[src/rtl/ep_cnt_pkg.sv]
package ep_cnt_pkg;

  typedef enum logic [1:0] {
    XFER_OUT   = 2'b00,
    XFER_SETUP = 2'b01,
    XFER_IN    = 2'b10,
    XFER_RSVD  = 2'b11
  } xfer_kind_e;

  // Receive kinds are the only ones that let the engine write a count.
  function automatic logic is_rx_kind(input logic [1:0] kind);
    return (kind == XFER_OUT) || (kind == XFER_SETUP);
  endfunction

endpackage

[src/rtl/ep_cnt_rst_sync.sv]
module ep_cnt_rst_sync #(
  parameter int STAGES = 2
) (
  input  logic clk,
  input  logic rst_n,
  output logic rst_n_sync
);

  logic [STAGES-1:0] sync_q;

  always_ff @(posedge clk or negedge rst_n) begin
    if (!rst_n) sync_q <= '0;
    else        sync_q <= {sync_q[STAGES-2:0], 1'b1};
  end

  assign rst_n_sync = sync_q[STAGES-1];

endmodule

[src/rtl/ep_cnt_front.sv]
module ep_cnt_front
  import ep_cnt_pkg::*;
#(
  parameter int N_EP      = 4,
  parameter int EP_W      = 2,
  parameter int CNT_W     = 4,
  parameter int DATA_W    = 8,
  parameter int MAX_IN    = 8,
  parameter int CRC_BYTES = 2
) (
  input  logic [EP_W-1:0]   cpu_sel,
  input  logic              cpu_wr,
  input  logic              cpu_rd,
  input  logic [DATA_W-1:0] cpu_wdata,
  input  logic              upd_valid,
  input  logic [EP_W-1:0]   upd_ep,
  input  logic [1:0]        upd_kind,
  input  logic [CNT_W-1:0]  upd_nbytes,
  output logic [N_EP-1:0]   wr_hit,
  output logic [N_EP-1:0]   rd_hit,
  output logic [N_EP-1:0]   hw_hit,
  output logic [CNT_W-1:0]  wr_cnt,
  output logic [CNT_W-1:0]  hw_cnt
);

  localparam int MAX_RX = MAX_IN + CRC_BYTES;

  logic [CNT_W:0]   rx_sum;
  logic [CNT_W-1:0] wr_field;
  logic             rx_ok;

  assign wr_field = cpu_wdata[CNT_W-1:0];
  assign rx_ok    = upd_valid && is_rx_kind(upd_kind);

  always_comb begin
    if (wr_field > CNT_W'(MAX_IN)) wr_cnt = CNT_W'(MAX_IN);
    else                           wr_cnt = wr_field;
  end

  always_comb begin
    rx_sum = {1'b0, upd_nbytes} + (CNT_W+1)'(CRC_BYTES);
    if (rx_sum > (CNT_W+1)'(MAX_RX)) hw_cnt = CNT_W'(MAX_RX);
    else                             hw_cnt = rx_sum[CNT_W-1:0];
  end

  for (genvar e = 0; e < N_EP; e++) begin : g_dec
    assign wr_hit[e] = cpu_wr && (cpu_sel == EP_W'(e));
    assign rd_hit[e] = cpu_rd && (cpu_sel == EP_W'(e));
    assign hw_hit[e] = rx_ok  && (upd_ep  == EP_W'(e));
  end

endmodule

[src/rtl/ep_cnt_slot.sv]
module ep_cnt_slot #(
  parameter int CNT_W    = 4,
  parameter int MAX_IN   = 8,
  parameter int MAX_RX   = 10,
  parameter bit LOCKABLE = 1'b0
) (
  input  logic             clk,
  input  logic             rst_n,
  input  logic             hw_hit,
  input  logic [CNT_W-1:0] hw_cnt,
  input  logic             wr_hit,
  input  logic             rd_hit,
  input  logic [CNT_W-1:0] wr_cnt,
  output logic [CNT_W-1:0] cnt_q
);

  logic             lock_q;
  logic             lock_d;
  logic             lock_en;
  logic [CNT_W-1:0] cnt_d;
  logic             cnt_en;

  // Count: engine update has priority over a processor write.
  always_comb begin
    cnt_en = 1'b0;
    cnt_d  = cnt_q;
    if (hw_hit) begin
      cnt_en = 1'b1;
      cnt_d  = hw_cnt;
    end else if (wr_hit && !lock_q) begin
      cnt_en = 1'b1;
      cnt_d  = wr_cnt;
    end
  end

  // Lock: set by a receive update, cleared by a read; update wins a tie.
  always_comb begin
    lock_en = 1'b0;
    lock_d  = lock_q;
    if (LOCKABLE && hw_hit) begin
      lock_en = 1'b1;
      lock_d  = 1'b1;
    end else if (rd_hit) begin
      lock_en = 1'b1;
      lock_d  = 1'b0;
    end
  end

  always_ff @(posedge clk or negedge rst_n) begin
    if (!rst_n)      cnt_q <= '0;
    else if (cnt_en) cnt_q <= cnt_d;
  end

  always_ff @(posedge clk or negedge rst_n) begin
    if (!rst_n)       lock_q <= 1'b0;
    else if (lock_en) lock_q <= lock_d;
  end

  p_cnt_range_r2: assert property (@(posedge clk) disable iff (!rst_n)
    cnt_q <= CNT_W'(MAX_RX));

  p_in_sat_r3: assert property (@(posedge clk) disable iff (!rst_n)
    (wr_hit && !hw_hit && !lock_q) |=> (cnt_q <= CNT_W'(MAX_IN)));

  p_hw_wins_r10: assert property (@(posedge clk) disable iff (!rst_n)
    (hw_hit && wr_hit) |=> (cnt_q == $past(hw_cnt)));

  p_idle_hold_r12: assert property (@(posedge clk) disable iff (!rst_n)
    (!hw_hit && !wr_hit) |=> $stable(cnt_q));

  if (LOCKABLE) begin : g_lock_chk
    p_locked_wr_r4: assert property (@(posedge clk) disable iff (!rst_n)
      (lock_q && wr_hit && !hw_hit) |=> $stable(cnt_q));
    p_upd_locks_r6: assert property (@(posedge clk) disable iff (!rst_n)
      hw_hit |=> lock_q);
    p_rd_unlocks_r5: assert property (@(posedge clk) disable iff (!rst_n)
      (lock_q && rd_hit && !hw_hit) |=> !lock_q);
  end else begin : g_nolock_chk
    p_never_lock_r7: assert property (@(posedge clk) disable iff (!rst_n)
      !lock_q);
  end

endmodule

[src/rtl/ep_cnt_mux.sv]
module ep_cnt_mux #(
  parameter int N_EP   = 4,
  parameter int EP_W   = 2,
  parameter int CNT_W  = 4,
  parameter int DATA_W = 8
) (
  input  logic [N_EP-1:0][CNT_W-1:0] cnt_all,
  input  logic [EP_W-1:0]            cpu_sel,
  input  logic [EP_W-1:0]            tx_ep,
  output logic [DATA_W-1:0]          cpu_rdata,
  output logic [CNT_W-1:0]           tx_count
);

  localparam int PAD_W = DATA_W - CNT_W;

  logic [CNT_W-1:0] rd_cnt;

  always_comb begin
    rd_cnt   = '0;
    tx_count = '0;
    for (int e = 0; e < N_EP; e++) begin
      if (cpu_sel == EP_W'(e)) rd_cnt   = cnt_all[e];
      if (tx_ep   == EP_W'(e)) tx_count = cnt_all[e];
    end
  end

  assign cpu_rdata = {{PAD_W{1'b0}}, rd_cnt};

endmodule

[src/rtl/ep_count_bank.sv]
module ep_count_bank #(
  parameter int          N_EP      = 4,
  parameter int          CNT_W     = 4,
  parameter int          DATA_W    = 8,
  parameter int          MAX_IN    = 8,
  parameter int          CRC_BYTES = 2,
  parameter logic [N_EP-1:0] CTRL_MASK = N_EP'(1),
  localparam int         EP_W      = (N_EP > 1) ? $clog2(N_EP) : 1
) (
  input  logic              clk,
  input  logic              rst_n,
  input  logic [EP_W-1:0]   cpu_sel,
  input  logic              cpu_wr,
  input  logic              cpu_rd,
  input  logic [DATA_W-1:0] cpu_wdata,
  output logic [DATA_W-1:0] cpu_rdata,
  input  logic              upd_valid,
  input  logic [EP_W-1:0]   upd_ep,
  input  logic [1:0]        upd_kind,
  input  logic [CNT_W-1:0]  upd_nbytes,
  input  logic [EP_W-1:0]   tx_ep,
  output logic [CNT_W-1:0]  tx_count
);

  localparam int MAX_RX = MAX_IN + CRC_BYTES;

  logic                       rst_n_sync;
  logic [N_EP-1:0]            wr_hit;
  logic [N_EP-1:0]            rd_hit;
  logic [N_EP-1:0]            hw_hit;
  logic [CNT_W-1:0]           wr_cnt;
  logic [CNT_W-1:0]           hw_cnt;
  logic [N_EP-1:0][CNT_W-1:0] cnt_all;

  ep_cnt_rst_sync #(.STAGES(2)) u_rst (
    .clk        (clk),
    .rst_n      (rst_n),
    .rst_n_sync (rst_n_sync)
  );

  ep_cnt_front #(
    .N_EP(N_EP), .EP_W(EP_W), .CNT_W(CNT_W), .DATA_W(DATA_W),
    .MAX_IN(MAX_IN), .CRC_BYTES(CRC_BYTES)
  ) u_front (
    .cpu_sel    (cpu_sel),
    .cpu_wr     (cpu_wr),
    .cpu_rd     (cpu_rd),
    .cpu_wdata  (cpu_wdata),
    .upd_valid  (upd_valid),
    .upd_ep     (upd_ep),
    .upd_kind   (upd_kind),
    .upd_nbytes (upd_nbytes),
    .wr_hit     (wr_hit),
    .rd_hit     (rd_hit),
    .hw_hit     (hw_hit),
    .wr_cnt     (wr_cnt),
    .hw_cnt     (hw_cnt)
  );

  for (genvar e = 0; e < N_EP; e++) begin : g_slot
    ep_cnt_slot #(
      .CNT_W(CNT_W), .MAX_IN(MAX_IN), .MAX_RX(MAX_RX),
      .LOCKABLE(CTRL_MASK[e])
    ) u_slot (
      .clk    (clk),
      .rst_n  (rst_n_sync),
      .hw_hit (hw_hit[e]),
      .hw_cnt (hw_cnt),
      .wr_hit (wr_hit[e]),
      .rd_hit (rd_hit[e]),
      .wr_cnt (wr_cnt),
      .cnt_q  (cnt_all[e])
    );
  end

  ep_cnt_mux #(
    .N_EP(N_EP), .EP_W(EP_W), .CNT_W(CNT_W), .DATA_W(DATA_W)
  ) u_mux (
    .cnt_all   (cnt_all),
    .cpu_sel   (cpu_sel),
    .tx_ep     (tx_ep),
    .cpu_rdata (cpu_rdata),
    .tx_count  (tx_count)
  );

  // non-receive kinds must leave every count untouched.
  p_in_ignored_r9: assert property (@(posedge clk) disable iff (!rst_n_sync)
    (upd_valid && !ep_cnt_pkg::is_rx_kind(upd_kind) && !cpu_wr) |=> $stable(cnt_all));

  p_rx_load_r2: assert property (@(posedge clk) disable iff (!rst_n_sync)
    (upd_valid && ep_cnt_pkg::is_rx_kind(upd_kind)) |=>
      (cnt_all[$past(upd_ep)] >= CNT_W'(CRC_BYTES)));

endmodule

[config.mk]
export PLATFORM = sky130hd
export DESIGN_NAME = ep_count_bank
export DESIGN_NICKNAME = d
export VERILOG_FILES = /design/src/rtl/ep_cnt_pkg.sv /design/src/rtl/ep_cnt_rst_sync.sv /design/src/rtl/ep_cnt_front.sv /design/src/rtl/ep_cnt_slot.sv /design/src/rtl/ep_cnt_mux.sv /design/src/rtl/ep_count_bank.sv
export SDC_FILE = /design/constraint.sdc
export NUM_CORES = 1
export LEC_CHECK = 0
export BUFFER_PORTS_ARGS = -buffer_cell sky130_fd_sc_hd__buf_4
export CAP_MARGIN = 25
export CELL_PAD_IN_SITES_DETAIL_PLACEMENT = 1
export CELL_PAD_IN_SITES_GLOBAL_PLACEMENT = 1
export CORE_MARGIN = 3
export CORE_UTILIZATION = 36
export CTS_CLUSTER_SIZE = 12
export DETAILED_ROUTE_END_ITERATION = 7
export GPL_TIMING_DRIVEN = 0
export HOLD_SLACK_MARGIN = 0.05
export PLACE_DENSITY_LB_ADDON = 0.2
export SLEW_MARGIN = 40
export SYNTH_ARGS = -nofsm -noshare
export SYNTH_HDL_FRONTEND = slang
export SYNTH_SLANG_ARGS = --single-unit
[constraint.sdc]
create_clock -name clk -period 1.1 [get_ports clk]
set_clock_uncertainty 0.15 [all_clocks]
set_input_delay 0.22 -clock clk [delete_from_list [all_inputs] [get_ports clk]]
set_output_delay 0.22 -clock clk [all_outputs]
set_load 0.02 [all_outputs]
# == After elaboration in Yosys (flattened, before gate mapping) ==
# Cells that the tools add are included.
# totals
register_bits,19
latchBits,0
mem_bits_rw,0
rom_bits,0
inputBits,25
elab_cells,76
mem_count,0
# op_classes
add_sub_neg,1
n_mul,0
n_div,0
order_cmp,2
n_eq_ne,10
n_shift,0
mux,30
n_bitwise,0
n_reduce_logical,27
# op_table
operator,n
4-bit 2-to-1 mux,18
"2-bit equality test, second input constant",6
1-bit 2-to-1 mux,12
1-bit logical AND,11
2-bit AND reduction,5
2-bit nonzero test,5
"2-bit by 1-bit equality test with 1-bit output, second input constant",4
2-bit logical NOT,4
"4-bit by 2-bit adder with 5-bit output, second input constant",1
"5-bit by 4-bit > comparator with 1-bit output, second input constant",1
"4-bit > comparator, second input constant",1
1-bit logical NOT,1
1-bit logical OR,1

# == Logic depth before layout (Yosys ltp) ==
# Gate-level depths: netlist (run 1).
# logic_depth
depth_word,6
mapped_depth,5

# == Cells and area by module ==
# A second synthesis (run 1) with hierarchy kept.
# unflattened
cells_unflattened,116
area_unflattened_um2,1325.0
# modules_own_cells
mod,n_inst,cells_per_inst,area_each_um2,seq_area_each_um2
ep_cnt_slot at g_slot[1].u_slot ...,3,17,186.4,100.1
ep_cnt_slot at g_slot[0].u_slot,1,25,280.3,125.1
ep_cnt_mux,1,13,244.0,0.0
ep_cnt_front,1,24,187.7,0.0
ep_cnt_rst_sync,1,3,53.8,50.0

# == Least setup slack after synthesis (run 1) ==
# OpenSTA, ideal clock, no wires.
# synth_timing
path_kind,input to output
from,in cpu_sel[0]
to,out cpu_rdata[2]
t_arrival_ns,1.005
required_time_ns,0.730
path_slack_ns,-0.275
path_stages,2
path_buffers,1
path_cell_list,buf_6 mux4_1
# synth_between
elab_chain_cells,5
word_cells_on_any_way,8
classes_between,eq/ne: 3; mux: 4; reduce/logical: 1
# synth_lines
item,line,rtl
from (decl),ep_count_bank.sv:12,"input logic [EP_W-1:0] cpu_sel,"
2-bit logical NOT,ep_cnt_mux.sv:22,if (cpu_sel == EP_W'(e)) rd_cnt = cnt_all[e];
4-bit 2-to-1 mux (3 in series),ep_cnt_mux.sv:22,
4-bit 2-to-1 mux (*),ep_cnt_mux.sv:22,
to (decl),ep_count_bank.sv:16,"output logic [DATA_W-1:0] cpu_rdata,"
# Mark *: on every way between the ends. The rest lies on a longest branch, timed or not.

# == Final worst setup path (run 1) ==
# layout_timing
from,reg g_slot[3].u_slot.cnt_q[2]
to,out cpu_rdata[2]
# layout_between
elab_chain_cells,1
# layout_lines
item,line,rtl
from (decl),ep_cnt_slot.sv:14,output logic [CNT_W-1:0] cnt_q
from (signal assigned),ep_cnt_slot.sv:51,else if (cnt_en) cnt_q <= cnt_d;
4-bit 2-to-1 mux,ep_cnt_mux.sv:22,
# Every way passes these cells.

==> results.cfg, run 1 <==
[cells_and_area]
area_growth_pct = 34.6
drive_above_1_share = 0.421
diodes = 0
fin_nets = 160
fin_cells = 177
fillers = 343

[setup_path]
critPathBufInv = 1
critPathKind = flop to output pin
crit_family = multiplexers
slowest_stage = mux4_2
endpoint_kind = output pin
critPathMaxFanout = 3
path_cells = mux4_2 > buf_6
worstPathRequired_ns = 0.73
slowest_delay_ns = 0.50
cp.arrival_ns = 1.36
cp-start-kind = flop

[timing]
finalCriticalPeriod_ns = 1.73
final.period_utilization = 1.57
drv_slew = 0
setup_viol_count_final = 12
rsz0062_at_grt = yes
setup_ws_ns = -0.629
tightest_slew_ns = 0.567
fmax_ghz = 0.578
max-slew-margin-rel = 0.621
hold_viol_final = 0

[synth]
synthCells = 93
yosysTopAreaCell = dfrtp_1
ys_ff_latch = 19
synth_area_um2 = 1230
ys_warn_count = 0
ys_seq_area_frac = 0.385
synth.area.top_cells = dfrtp_1 39%, mux2i_1 26%, mux4_2 13%
yosysTopAreaCellShare = 0.385
avgSynthCellArea_um2 = 13.3
yosys.cell_types.count = 24

[placement]
io_buffer_count = 25
place.gp.congestion = 0.738
hpwl_um = 2410
placed_cells = 165
pre_cts_slack_ns = -0.426

[routing]
firstDrtPassIters = 2
vias_per_cell = 5.14
route.vias.total = 909
wl_per_cell_um = 17.4
post-route-drc-count = 0
drtAntennaViolNets = 0
totalWireLength_um = 3090
drt-initial-drc-count = 33

[global_route]
antenna_found_initial = 0
grt_usage = 0.164
first_global_vias = 987
grt_pass1_wl_um = 5090
grt_overflow = 0
grt_max_degree = 18

[power]
p_leak_nw = 0.784
ir_drop_mv = 0.460
power_density_nw_per_um2 = 1300

[floorplan]
die_area_um2 = 4170
io_pins = 37
initial_core_util = 0.391
die_x_um = 64.5
die_y_um = 64.5
rows = 20
coreArea_um2 = 3150

[run_status]
status = complete, but fails checks
failed_checks = setup timing

[cts]
clkTransAtPathRegs_ns = 0.11
cts-buffers-inserted = 3
clockBufferDepth = 2
clockRootBuffer = clkbuf_4
tritoncts = yes
clk-insertion-delay-late_ns = 0.30
htree_num_levels = 1
cts_sinks = 19

[worst_hold_path]
hp-class = flop to async pin

[flow_run]
cap_violations = 0
## power breakdown
group	total (W)	switching (W)	internal (W)
registers	0.000947	0.000113	0.000834
logic	0.000841	0.000357	0.000485
clock network	0.000366	0.000225	0.000142
## worst paths after layout
check | from | endpoint | slack, ns | cells past startpoint
worst max-delay path | g_slot[3].u_slot.cnt_q[2] | cpu_rdata[2] | -0.63 | 2
worst min-delay path | u_rst.sync_q[1] | g_slot[2].u_slot.cnt_q[1] | 0.05 | 0
worst max register to register | g_slot[0].u_slot.lock_q | g_slot[0].u_slot.cnt_q[2] | -0.28 | 4
worst min register to register | u_rst.sync_q[1] | g_slot[2].u_slot.cnt_q[1] | 0.05 | 0
max in group asynchronous | rst_n | u_rst.sync_q[1] | 0.06 | 3
min in group clk | upd_nbytes[0] | g_slot[2].u_slot.cnt_q[0] | 0.09 | 3
## worst reg2reg max path: cells and delay by family, from the launching register on
family | cells | cell delay (ns)
flip-flops | 1 | 0.42
multiplexers | 2 | 0.26
AND/OR/NAND/NOR | 1 | 0.24
buffers and inverters | 1 | 0.18
## Yosys cell counts (all sizes together)
library cell / count
a21boi: 2
nor2b: 3
inv: 1
nor2: 2
nand3b: 2
mux4: 8
dfrtp: 19
nand4b: 1
clkbuf: 3
nor4bb: 2
buf: 6
ha: 1
mux2i: 32
conb: 2
nor4b: 2
o21ai: 2
nand2: 1
nand2b: 1
and3: 1
a21o: 2
## logic make-up after synthesis
group | synth area share
mux | 0.409
flops | 0.385
simple gates | 0.101
buf+inv | 0.0558
compound gates | 0.0324
other cells | 0.00609
fa+ha+maj | 0.0101
## metal layers
layer  up-vias  part of all wire  wire [µm]  global-route usage
met4         0             0.014         44              0.0554
met1       460              0.43       1330               0.213
met5         -                 0          0                   0
li1        423                 -          -                   -
met3         5             0.033        102              0.0260
met2        21              0.52       1620               0.276
## repair_timing
action	in CTS	in global routing
setup buffers	4	1
setup endpoints to repair	16	20
hold buffers	3	0
endpoints found under the hold margin	3	0
gates resized for setup	9	3
pin swaps	1	1
## registers in the layout, indices dropped and copies added, names as in the netlist
name                  flops
g_slot.u_slot.cnt_q      16
u_rst.sync_q              2
g_slot.u_slot.lock_q      1
## cell type report
| type | count | area (µm²) | area share |
|---|---|---|---|
| clock buffer | 4 | 26.3 | 0.0158 |
| sequential | 19 | 477 | 0.287 |
| multi-input combinational | 67 | 724 | 0.436 |
| tap | 44 | 55.1 | 0.0332 |
| inverter | 1 | 3.75 | 0.00226 |
| buffer | 9 | 88.8 | 0.0535 |
| timing repair buffer | 33 | 285 | 0.172 |
## metrics by stage
stage	TNS (ns)	utilization	power, W	area (µm²)	hold WS (ns)
6_report	-6.04	0.527	0.00215	1660	0.0526
5_1_grt	-6.75	0.527	0.00228	1660	0.0905
4_1_cts	-6.34	0.523	0.00217	1650	0.0867
3_5_place_dp	-8.05	0.486	0.00171	1530	-0.146
3_3_place_gp	-7.21	0.486	0.00167	1530	-0.147
2_1_floorplan	-2.47	-	0.00142	1290	-0.226
## cells in the final DEF, fill, tap and decap left out, drive strengths merged, types with 2 or more instances in the layout
master | netlist | layout
nor2b | 3 | 3
clkbuf | 3 | 5
buf | 6 | 38
dlygate4sd3 | 0 | 3
o21ai | 2 | 2
nor4bb | 2 | 2
conb | 2 | 5
mux2i | 32 | 32
a21o | 2 | 2
mux4 | 8 | 8
nor2 | 2 | 2
dfrtp | 19 | 19
a21boi | 2 | 2
nand3b | 2 | 2
nor4b | 2 | 2
Power figures use the tool's default switching activity.
==> run 2: changes to the inputs <==
--- a/config.mk
+++ b/config.mk
@@ -10,7 +10,8 @@
 export CELL_PAD_IN_SITES_DETAIL_PLACEMENT = 1
 export CELL_PAD_IN_SITES_GLOBAL_PLACEMENT = 1
 export CORE_MARGIN = 3
-export CORE_UTILIZATION = 36
+export CORE_UTILIZATION = 40
+export CTS_CLUSTER_DIAMETER = 60
 export CTS_CLUSTER_SIZE = 12
 export DETAILED_ROUTE_END_ITERATION = 7
 export GPL_TIMING_DRIVEN = 0
==> constraint.sdc (replaced) <==
create_clock -name clk -period 1.95 [get_ports clk]
set_clock_uncertainty 0.15 [all_clocks]
set_input_delay 0.39 -clock clk [delete_from_list [all_inputs] [get_ports clk]]
set_output_delay 0.39 -clock clk [all_outputs]
set_load 0.02 [all_outputs]
==> run 2 against run 1 <==
Effect of this change: the flow now finishes without violations; cell area fell by 7.1%; non-clock buffer count fell by 4; sequential cell count did not move; critical path type unchanged; largest power group unchanged; utilization rose by 1.4 points.
==> results.cfg, run 2 (synthesis results as in run 1) <==
[power]
power_density_nw_per_um2 = 763
p_leak_nw = 0.738
ir_drop_mv = 0.363

[floorplan]
die_x_um = 61.5
io_pins = 37
coreArea_um2 = 2850
initial_core_util = 0.432
die_y_um = 61.5
rows = 19
die_area_um2 = 3790

[setup_path]
worstPathRequired_ns = 1.41
slowest_stage = mux4_2
path_cells = mux4_2 > buf_6
crit_family = multiplexers
r2r-start = g_slot[0].u_slot.lock_q
critPathLaunch = g_slot[2].u_slot.cnt_q[2]
critPathMaxFanout = 3
r2r_slack_ns = 0.40
endpoint_kind = output pin
cp-start-kind = flop
critPathKind = flop to output pin
reg2reg_depth = 3
slowest_delay_ns = 0.50
critPathBufInv = 1
cp.arrival_ns = 1.37
r2r_end = g_slot[0].u_slot.cnt_q[1]

[cts]
tritoncts = yes
clk-insertion-delay-late_ns = 0.30
cts-buffers-inserted = 3
cts_sinks = 19
clockBufferDepth = 2
clkTransAtPathRegs_ns = 0.11
clockRootBuffer = clkbuf_4
htree_num_levels = 1

[timing]
drv_slew = 0
final.period_utilization = 0.982
finalCriticalPeriod_ns = 1.91
tightest_slew_ns = 0.720
setup_tns_ns = 0
whs_ns = 0.154
fmax_ghz = 0.522
max-slew-margin-rel = 0.520
setup_viol_count_final = 0
hold_viol_final = 0

[cells_and_area]
largest_reg_flops = 16
drive_above_1_share = 0.372
fin_nets = 156
mostFrequentLayoutCells = 32 x mux2i_1, 30 x buf_4, 19 x dfrtp_1
layout_commonest_cell = mux2i_1
regMostFlops = g_slot.u_slot.cnt_q
diodes = 0
fillers = 317
area_growth_pct = 25.1
top_regs = g_slot.u_slot.cnt_q x16, u_rst.sync_q x2, g_slot.u_slot.lock_q x1

[routing]
vias_per_cell = 5.68
firstDrtPassIters = 3
drt-initial-drc-count = 27
totalWireLength_um = 3200
post-route-drc-count = 0
wl_per_cell_um = 20.0
route.vias.total = 908
drtAntennaViolNets = 0

[global_route]
grt_max_degree = 18
antenna_found_initial = 0
grt_overflow = 0
grt_usage = 0.182
first_global_vias = 939
grt_pass1_wl_um = 4880

[flow_run]
cap_violations = 0

[placement]
hpwl_um = 2380
io_buffer_count = 25
place.gp.congestion = 0.772

[worst_hold_path]
hp-class = flop to async pin

[run_status]
status = finished clean
## run 2: cell types whose count changed in the layout (fill, tap and decap cells not counted), moves of 2 or more
cell | before | now
o21ai_2 | 2 | 0
buf_6 | 8 | 4
clkbuf_1 | 1 | 3
dlygate4sd3_1 | 3 | 1
a21boi_0 | 0 | 2
buf_2 | 2 | 0
o21ai_0 | 0 | 2
buf_4 | 26 | 30
## run 2: layer usage
metal,global-route usage,vias up,routed length [µm]
met1,0.244,474,1430
met2,0.299,21,1640
met5,0,-,0
met4,0.0636,0,25
li1,-,411,-
met3,0.0273,2,100
## run 2: worst max-delay path by stage
stage / to / slack (ns) / depth (start not counted)
final: cpu_rdata[2] / 0.04 / 2
after global routing: cpu_rdata[2] / -0.004 / 2
after CTS: cpu_rdata[2] / 0.03 / 2
after detailed placement: cpu_rdata[2] / 0.11 / 3
after global placement: cpu_rdata[2] / 0.13 / 3
after floorplan: cpu_rdata[2] / 0.24 / 2
## run 2: per-stage QoR
stage	instance area [µm²]	std cells	util	setup slack, ns	power, W
finish	1540	160	0.541	0.0353	0.00118
detailed placement	1480	152	0.519	0.114	0.000954
global route	1540	160	0.541	-0.00444	0.00124
CTS	1520	158	0.533	0.0278	0.00117
floorplan	1240	96	-	0.235	0.000789
global placement	1470	152	0.516	0.133	0.000925
## run 2: final cells by class
| type | instances | area (µm²) | share of cell area |
|---|---|---|---|
| Multi-Input combinational cell | 67 | 706 | 0.457 |
| Tap cell | 31 | 38.8 | 0.0251 |
| Clock buffer | 4 | 26.3 | 0.0170 |
| Buffer | 9 | 65.1 | 0.0422 |
| Sequential cell | 19 | 475 | 0.308 |
| Timing Repair Buffer | 29 | 228 | 0.148 |
| Inverter | 1 | 3.75 | 0.00243 |
## run 2: power breakdown
part | total, W | switching [W] | internal [W]
combinational | 0.000440 | 0.000198 | 0.000242
sequential | 0.000538 | 0.0000675 | 0.000470
clock | 0.000200 | 0.000121 | 0.0000796
## run 2: timing repair
item	4_1_cts	5_1_grt
hold buffers	1	0
setup endpoints to repair	1	2
setup buffers	1	2
hold endpoints to repair	2	0
resized for setup	1	2
==> run 3: changes to the inputs <==
--- a/config.mk
+++ b/config.mk
@@ -5,15 +5,15 @@
 export SDC_FILE = /design/constraint.sdc
 export NUM_CORES = 1
 export LEC_CHECK = 0
-export BUFFER_PORTS_ARGS = -buffer_cell sky130_fd_sc_hd__buf_4
 export CAP_MARGIN = 25
 export CELL_PAD_IN_SITES_DETAIL_PLACEMENT = 1
 export CELL_PAD_IN_SITES_GLOBAL_PLACEMENT = 1
 export CORE_MARGIN = 3
-export CORE_UTILIZATION = 40
+export CORE_UTILIZATION = 49
 export CTS_CLUSTER_DIAMETER = 60
 export CTS_CLUSTER_SIZE = 12
 export DETAILED_ROUTE_END_ITERATION = 7
+export DONT_BUFFER_PORTS = 1
 export GPL_TIMING_DRIVEN = 0
 export HOLD_SLACK_MARGIN = 0.05
 export PLACE_DENSITY_LB_ADDON = 0.2
==> run 3 against run 2 <==
Effect of this change: count of clock-buffer cells in the layout is the same; critical path type unchanged; largest power group unchanged; non-clock buffer count down 28; utilization up 3.6 points; hold slack worse by 0.035 ns; combinational power fell by 29%; largest cell class unchanged; via count fell by 12%; global-route usage is 2.9 points higher; die area down 17%.
==> results.cfg, run 3 (synthesis results as in run 1) <==
[routing]
dr_wl_met3_um = 141
post-route-drc-count = 0
dr_wl_met2_um = 1510
drtAntennaViolNets = 0
firstDrtPassIters = 4
wl_per_cell_um = 22.6
topRoutingLayerUsed = met4
vias_per_cell = 6.21
route.vias.total = 801
totalWireLength_um = 2910
drt-met1-wl_um = 1250
drt-initial-drc-count = 25

[floorplan]
rows = 17
die_y_um = 56.2
die_x_um = 56.2
initial_core_util = 0.537
coreArea_um2 = 2300
die_area_um2 = 3160
io_pins = 37

[timing]
final.period_utilization = 0.961
setup_viol_count_final = 0
fmax_ghz = 0.534
tightest_slew_ns = 0.752
setup_tns_ns = 0
drv_slew = 0
finalCriticalPeriod_ns = 1.87
hold_viol_final = 0
rsz0062_at_grt = no
max-slew-margin-rel = 0.499

[worst_hold_path]
hp-class = primary input to flop

[power]
p_leak_nw = 0.605
ir_drop_mv = 0.446
p_switching_w = 0.000344
finalPower_w = 0.00104
power_frac_clock = 0.189
seq_power_share = 0.513
p_sw_frac = 0.330
power_density_nw_per_um2 = 787
combPwrFrac = 0.298
p_int_w = 0.000699

[global_route]
antenna_found_initial = 0
grt_usage = 0.211
grt_max_degree = 18
grt_overflow = 0
grt_pass1_wl_um = 5000
first_global_vias = 934

[setup_path]
cp-endpoint = cpu_rdata[2]
cp-start-kind = flop
path_cells = mux4_1
r2r_end = g_slot[0].u_slot.cnt_q[1]
reg2reg_depth = 3
cp.arrival_ns = 1.33
r2r-start = g_slot[0].u_slot.lock_q
critical_path_depth = 1
critPathLaunch = g_slot[1].u_slot.cnt_q[2]
r2r_slack_ns = 0.44
worstPathRequired_ns = 1.41
endpoint_kind = output pin
critPathMaxFanout = 3
slowest_delay_ns = 0.63
slowest_stage = mux4_1
crit_family = multiplexers
critPathBufInv = 0
critPathKind = flop to output pin

[run_status]
status = finished clean

[cells_and_area]
largest_reg_flops = 16
fin_cells = 129
drive_above_1_share = 0.188
fin_nets = 128
layout_commonest_cell = mux2i_1
fin_util = 0.577
diodes = 0
mostFrequentLayoutCells = 32 x mux2i_1, 19 x dfrtp_1, 7 x mux4_2
top_regs = g_slot.u_slot.cnt_q x16, u_rst.sync_q x2, g_slot.u_slot.lock_q x1
regMostFlops = g_slot.u_slot.cnt_q
area_growth_pct = 7.40

[cts]
clkTransAtPathRegs_ns = 0.10
cts-buffers-inserted = 3
cts_setup_buffers = 0
tritoncts = yes
clockBufferDepth = 2
clockRootBuffer = clkbuf_4
htree_num_levels = 1
clk-insertion-delay-late_ns = 0.29
cts_sinks = 19

[placement]
place.gp.congestion = 0.758
hpwl_um = 2280
io_buffer_count = 0
placed_cells = 124

[flow_run]
cap_violations = 0
run 3: cell types whose count changed in the layout (fill, tap and decap cells not counted):
cell / before / now
buf_4: 30 / 4
mux4_2: 8 / 7
mux4_1: 0 / 1
buf_6: 4 / 2
run 3: cell type report:
| class | count | area [µm²] |
|---|---|---|
| plain buffers | 9 | 65.1 |
| clock buffers | 4 | 26.3 |
| fillers | 245 | 972 |
| inverters | 1 | 3.75 |
| multi-input cells | 67 | 709 |
| flip-flops and latches | 19 | 475 |
| well taps | 28 | 35.0 |
| repair buffers | 1 | 10.0 |
run 3: worst min path at each step:
stage	start	slack, ns	endpoint	depth (start not counted)
final	cpu_rd	0.12	g_slot[0].u_slot.lock_q	2
after global routing	cpu_rd	0.11	g_slot[0].u_slot.lock_q	2
after CTS	cpu_rd	0.11	g_slot[0].u_slot.lock_q	2
after detailed placement	rst_n	-0.06	u_rst.sync_q[0]	0
after global placement	rst_n	-0.06	u_rst.sync_q[1]	0
after floorplan	rst_n	-0.06	u_rst.sync_q[0]	0
run 3: repair_timing:
item                                   in CTS  in global routing
hold buffers                                1                  0
gates resized for setup                     0                  0
endpoints found under the hold margin       2                  0
run 3: power by group through the flow:
stage          logic (W)  clock network, W  registers [W]
2_1_floorplan   0.000270                 0       0.000519
4_1_cts         0.000313          0.000203       0.000535
3_5_place_dp    0.000309                 0       0.000544
3_3_place_gp    0.000294                 0       0.000536
6_report        0.000311          0.000197       0.000536
5_1_grt         0.000337          0.000226       0.000550
run 3: through the flow:
step | hold WS, ns | worst slack [ns] | instance area [µm²]
2_1_floorplan | -0.0556 | 0.235 | 1240
3_3_place_gp | -0.0555 | 0.203 | 1280
3_5_place_dp | -0.0555 | 0.163 | 1280
6_report | 0.119 | 0.0761 | 1330
4_1_cts | 0.112 | 0.0596 | 1320
5_1_grt | 0.114 | 0.0219 | 1330
run 3: routing by layer:
metal | GRT usage | up-vias
met3 | 0.0441 | 2
met5 | 0 | -
met4 | 0.0542 | 0
met2 | 0.342 | 23
li1 | - | 355
met1 | 0.288 | 421
